$ cat src/rtl/cdiv_pkg.sv
package cdiv_pkg;

  // Ticks (half system cycles) spent in the high phase.
  function automatic int unsigned high_ticks(int unsigned field, bit adj);
    return 2 * (field + 1) + (adj ? 1 : 0);
  endfunction

  // Ticks spent in the low phase; never below one because field >= 0.
  function automatic int unsigned low_ticks(int unsigned field, bit adj);
    return 2 * (field + 1) - (adj ? 1 : 0);
  endfunction

  typedef enum logic [1:0] {
    PH_IDLE = 2'd0,
    PH_HIGH = 2'd1,
    PH_LOW  = 2'd2
  } phase_e;

endpackage

$ cat src/rtl/cdiv_field_latch.sv
module cdiv_field_latch #(
  parameter int HI_W = 5,
  parameter int LO_W = 3
) (
  input  logic            clk,
  input  logic            rst_n,
  input  logic            load_evt,
  input  logic [HI_W-1:0] hi_in,
  input  logic [LO_W-1:0] lo_in,
  input  logic            adj_in,
  output logic [HI_W-1:0] hi_q,
  output logic [LO_W-1:0] lo_q,
  output logic            adj_q
);

  always_ff @(posedge clk or negedge rst_n) begin
    if (!rst_n) begin
      hi_q  <= '0;
      lo_q  <= '0;
      adj_q <= 1'b0;
    end else if (load_evt) begin
      hi_q  <= hi_in;
      lo_q  <= lo_in;
      adj_q <= adj_in;
    end
  end


  fields_hold_chk: assert property (@(posedge clk) disable iff (!rst_n)
    !load_evt |=> ($stable(lo_q) && $stable(adj_q) && $stable(hi_q)));

endmodule

$ cat src/rtl/cdiv_phase_counter.sv
module cdiv_phase_counter
  import cdiv_pkg::*;
#(
  parameter int CNT_W = 7
) (
  input  logic             clk,
  input  logic             rst_n,
  input  logic             en,
  input  logic [CNT_W-1:0] hi_ticks,
  input  logic [CNT_W-1:0] lo_ticks,
  output logic             phase_high,
  output logic             rise_stb,
  output logic             load_evt
);

  phase_e           state;
  logic [CNT_W-1:0] cnt;
  logic             cnt_zero;

  assign cnt_zero   = (cnt == '0);
  assign phase_high = (state == PH_HIGH);
  assign load_evt   = en && ((state == PH_IDLE) || ((state == PH_LOW) && cnt_zero));

  always_ff @(posedge clk or negedge rst_n) begin
    if (!rst_n) begin
      state    <= PH_IDLE;
      cnt      <= '0;
      rise_stb <= 1'b0;
    end else if (!en) begin
      state    <= PH_IDLE;
      cnt      <= '0;
      rise_stb <= 1'b0;
    end else begin
      unique case (state)
        PH_IDLE: begin
          state    <= PH_HIGH;
          cnt      <= hi_ticks - 1'b1;
          rise_stb <= 1'b1;
        end
        PH_HIGH: begin
          rise_stb <= 1'b0;
          if (cnt_zero) begin
            state <= PH_LOW;
            cnt   <= lo_ticks - 1'b1;
          end else begin
            cnt <= cnt - 1'b1;
          end
        end
        PH_LOW: begin
          if (cnt_zero) begin
            state    <= PH_HIGH;
            cnt      <= hi_ticks - 1'b1;
            rise_stb <= 1'b1;
          end else begin
            cnt      <= cnt - 1'b1;
            rise_stb <= 1'b0;
          end
        end
        default: begin
          state    <= PH_IDLE;
          cnt      <= '0;
          rise_stb <= 1'b0;
        end
      endcase
    end
  end


  stb_on_rise_chk: assert property (@(posedge clk) disable iff (!rst_n)
    rise_stb |-> (phase_high && !$past(phase_high)));


  idle_when_off_chk: assert property (@(posedge clk) disable iff (!rst_n)
    !en |=> (!phase_high && !rise_stb));


  high_holds_chk: assert property (@(posedge clk) disable iff (!rst_n)
    (en && phase_high && !cnt_zero) |=> phase_high);


  low_holds_chk: assert property (@(posedge clk) disable iff (!rst_n)
    (en && (state == PH_LOW) && !cnt_zero) |=> (state == PH_LOW));

endmodule

$ cat src/rtl/conv_clk_prescaler.sv
module conv_clk_prescaler #(
  parameter int HI_W = 5,
  parameter int LO_W = 3
) (
  input  logic            clk2x,
  input  logic            rst_n,
  input  logic            en,
  input  logic [HI_W-1:0] hi_cnt,
  input  logic [LO_W-1:0] lo_cnt,
  input  logic            half_adj,
  output logic            div_clk,
  output logic            rise_stb
);

  localparam int MAX_HI_TICKS = 2 * (1 << HI_W) + 1;
  localparam int CNT_W        = $clog2(MAX_HI_TICKS + 1);

  logic            load_evt;
  logic [HI_W-1:0] hi_q;
  logic [LO_W-1:0] lo_q;
  logic            adj_q;
  logic [CNT_W-1:0] hi_ticks_w;
  logic [CNT_W-1:0] lo_ticks_w;

  // A new high phase uses the live fields; the low phase uses the latched copy.
  assign hi_ticks_w = CNT_W'(cdiv_pkg::high_ticks(int'(hi_cnt), half_adj));
  assign lo_ticks_w = CNT_W'(cdiv_pkg::low_ticks(int'(lo_q), adj_q));

  cdiv_field_latch #(.HI_W(HI_W), .LO_W(LO_W)) u_latch (
    .clk      (clk2x),
    .rst_n    (rst_n),
    .load_evt (load_evt),
    .hi_in    (hi_cnt),
    .lo_in    (lo_cnt),
    .adj_in   (half_adj),
    .hi_q     (hi_q),
    .lo_q     (lo_q),
    .adj_q    (adj_q)
  );

  cdiv_phase_counter #(.CNT_W(CNT_W)) u_cnt (
    .clk        (clk2x),
    .rst_n      (rst_n),
    .en         (en),
    .hi_ticks   (hi_ticks_w),
    .lo_ticks   (lo_ticks_w),
    .phase_high (div_clk),
    .rise_stb   (rise_stb),
    .load_evt   (load_evt)
  );


  always_comb begin
    lo_nonzero_chk: assert (lo_ticks_w != '0);
  end


  start_high_chk: assert property (@(posedge clk2x) disable iff (!rst_n)
    (en && !div_clk && load_evt) |=> (div_clk && rise_stb));

endmodule

$ cat config.mk
export PLATFORM = sky130hd
export DESIGN_NAME = conv_clk_prescaler
export DESIGN_NICKNAME = d
export VERILOG_FILES = /design/src/rtl/cdiv_pkg.sv /design/src/rtl/cdiv_field_latch.sv /design/src/rtl/cdiv_phase_counter.sv /design/src/rtl/conv_clk_prescaler.sv
export SDC_FILE = /design/constraint.sdc
export NUM_CORES = 1
export LEC_CHECK = 0
export ABC_AREA = 1
export CAP_MARGIN = 0
export CORE_ASPECT_RATIO = 1.25
export CORE_MARGIN = 2
export CORE_UTILIZATION = 40
export CTS_BUF_LIST = sky130_fd_sc_hd__clkbuf_4
export DETAILED_ROUTE_END_ITERATION = 12
export PLACE_DENSITY = 0.64
export SYNTH_ARGS = -nofsm -noshare
export SYNTH_HDL_FRONTEND = slang
export SYNTH_HIERARCHICAL = 1
export SYNTH_SLANG_ARGS = --single-unit
$ cat constraint.sdc
create_clock -name clk2x -period 3.3 [get_ports clk2x]
set_clock_uncertainty 0.2 [all_clocks]
set_input_delay 0.825 -clock clk2x [delete_from_list [all_inputs] [get_ports clk2x]]
set_output_delay 0.825 -clock clk2x [all_outputs]
set_load 0.1 [all_outputs]
==> results.rst <==
.. list-table::
   :header-rows: 1

   * - Metric
     - Value
   * - Standard-cell row count
     - 23
   * - All-Layer GR Usage
     - approximately 16%
   * - Antenna-violating nets left
     - 0
   * - Tcrit/Tclk final
     - between 70 and 80%
   * - Final nets
     - 237
   * - Die outline width
     - 55.9 µm
   * - CTS H-tree depth
     - 1
   * - Arrival time worst endpoint
     - approximately 2400 ps
   * - Combinational group share of total power
     - a little over two thirds
   * - Area used by sequential logic in the layout
     - approximately 350 µm²
   * - Actual transition at the worst max-transition pin
     - around 670 ps
   * - Final count of hold timing violations
     - 0
   * - Setup Fix Bufs, Post-CTS
     - 0
   * - Net switching power
     - around 810 µW
   * - Area Growth Syn to Fin
     - 13.8%
   * - Half-perimeter wire length after placement
     - about 2.4 mm
   * - Initial antenna violation count
     - 0
   * - Final std cell area, no fill
     - 1530 µm²
   * - Post-synthesis net count
     - between 200 and 250
   * - Vias in the first global route
     - around 1,200
   * - Largest fanout on the critical path
     - 3
   * - Number of vias after detailed routing
     - between 1,000 and 1,500
   * - Overall die area
     - 3850 µm²
   * - Area used by multi-input combinational logic
     - around 840 µm²
   * - Global-route track usage on met2
     - about a third
   * - Layout cell share with drive strength beyond 1
     - approximately 13%
   * - Area after detailed placement
     - roughly 1500 µm²
   * - Busiest grt layer
     - met2
   * - CTS tree
     - yes
   * - Vert. Die Dim
     - between 60 and 70 µm
   * - Drt initial violations
     - 31
   * - Max-slew violation total from the final report
     - 0
   * - Count of buffers from port buffering
     - 13
   * - Skew-Pair Late Insertion Delay
     - 290 ps
   * - Run status
     - finished, final reports clean
   * - Total Negative Setup Slacks
     - 0 ps
   * - Overflow after GRT
     - 0
   * - Final wirelength
     - about 2.9 mm
   * - Setup repair after global routing missed its margin
     - no
   * - Max Fclk
     - roughly 420 MHz
   * - Antenna diodes
     - 0
   * - Length of the first detailed-routing pass in iterations
     - 4
   * - Peak VDD IR
     - between 500 and 600 µV
   * - Post-route minimum period
     - approximately 2400 ps
   * - Cts bufs inserted
     - 3
   * - Launch point of the worst path
     - hi_cnt[0]
   * - Count of cells resized by post-cts repair
     - 0
   * - Warning count from the yosys run
     - 6
   * - Global-route wire length before repair
     - about 4.9 mm
   * - Path category of the worst min-delay check
     - reg2reg
   * - Routability Congestion
     - approximately 0.81
   * - PwrDens
     - 946 nW/µm²
   * - Synthesized area per cell
     - 6.74 µm²
   * - Leakage Power
     - slightly above 0.8 nW
   * - Vias per Instance
     - 4.88
   * - Top-level port count
     - 14
   * - Met1 GRT Util
     - 17.5%
   * - Fraction of power spent switching nets
     - 55.5%
   * - Tightest slew margin relative to the limit
     - 55.1%
   * - Clock-pin slew reported for the worst setup and hold paths after clock tree synthesis
     - around 100 ps
   * - Clock sink count
     - 14
   * - Worst setup SP type
     - input port
   * - GR Layer Usage met3
     - approximately 3.5%
   * - Fillers
     - 346
   * - Max Cap Viol
     - 0
   * - Required @ worst endpoint
     - 3320 ps
   * - DRC violation count after routing
     - 0
   * - Number of setup violations in the final report
     - 0
   * - Worst Path Class, Setup
     - in2reg
   * - Pin count of the biggest net entering global routing
     - 15
   * - Core Area
     - roughly 3200 µm²
   * - Starting density of the core
     - 41.8%
   * - Routed length per placed instance
     - 11.3 µm
   * - Worst Hold Launch
     - u_cnt/state[0]
   * - Internal power
     - ~650 µW
   * - Portion of total power attributed to the clock network
     - between 7 and 8%
   * - Portion of total power attributed to sequential cells
     - 22.5%
   * - Combined area of all synthesized cells
     - 1350 µm²
   * - Synthesized netlist cell count
     - 200
   * - Startpoint of the worst register-to-register path
     - u_latch/lo_q[0]
   * - Maximum buffer depth of the clock tree
     - 2
   * - Cell chosen for the clock root
     - sky130_fd_sc_hd__clkbuf_4
   * - Count of hold-fix buffers inserted at cts
     - 0
   * - Setup crit end kind
     - flip-flop
-- flip-flops by register name, indices dropped and copies added, names as in the netlist --
register,flops
u_latch/adj_q,1
u_cnt/cnt,7
u_cnt/rise_stb,1
u_latch/lo_q,3
u_cnt/state,2
-- critical path, stage by stage --
cell,delay [ps]
sky130_fd_sc_hd__clkdlybuf4s50_1,500
sky130_fd_sc_hd__ha_1,190
sky130_fd_sc_hd__nand3_1,100
sky130_fd_sc_hd__xor2_1,180
sky130_fd_sc_hd__nor2_1,150
sky130_fd_sc_hd__nand3_1,90
sky130_fd_sc_hd__nand2_1,80
sky130_fd_sc_hd__nand3_1,60
sky130_fd_sc_hd__nand2_1,70
sky130_fd_sc_hd__nand2_1,50
sky130_fd_sc_hd__a21oi_1,110
-- cells in the final DEF, fill, tap and decap left out, drive strengths merged --
cell type      instances
nand2                 58
nor2                  26
nand3                 25
a21oi                  5
o21ai                  5
clkdlybuf4s50         11
clkinv                 2
clkbuf                 3
dfrtp                 14
o211ai                 3
ha                     8
nor3                   1
buf                    2
xor2                   9
o22ai                  1
xnor2                  2
inv                   37
nand4                  4
-- worst paths after layout --
check / to / depth (start not counted) / slack (ps)
max: u_cnt/cnt[6] / 11 / 910
min: u_cnt/state[0] / 1 / 330
max reg2reg: u_cnt/cnt[6] / 12 / 1240
min reg2reg: u_cnt/state[0] / 1 / 330
max in group asynchronous: u_latch/lo_q[2] / 1 / 1740
min in group asynchronous: u_cnt/cnt[3] / 1 / 740
-- power by group through the flow --
stage	Combinational (mW)	Sequential [mW]	Clock (mW)
finish	1.02	0.326	0.109
global route	1.15	0.339	0.116
CTS	1.02	0.329	0.110
detailed placement	1.01	0.333	0
global placement	1.01	0.331	0
floorplan	0.811	0.338	0
-- cell type report --
cell class / instances / share of cell area (%)
multi-input combinational: 147 / 54.7
sequential: 14 / 22.8
inverter: 38 / 9.54
timing repair buffer: 13 / 8.16
tap: 37 / 3.02
clock buffer: 3 / 1.47
clock inverter: 1 / 0.245
-- metrics by stage --
stage / setup slack [ps] / util (%) / hold WS (ps) / instances / power [mW]
2_1_floorplan: 1230 / - / 290 / 200 / 1.15
3_3_place_gp: 659 / 46.8 / 319 / 249 / 1.34
3_5_place_dp: 610 / 46.8 / 321 / 249 / 1.35
4_1_cts: 908 / 47.6 / 335 / 253 / 1.46
5_1_grt: 750 / 47.6 / 367 / 253 / 1.60
6_report: 910 / 47.6 / 333 / 253 / 1.45
-- layer usage --
metal	vias up	wire length [µm]
li1	657	-
met1	565	1250
met2	8	1560
met3	5	41
met4	0	23
met5	-	0
Power figures use the tool's default switching activity.
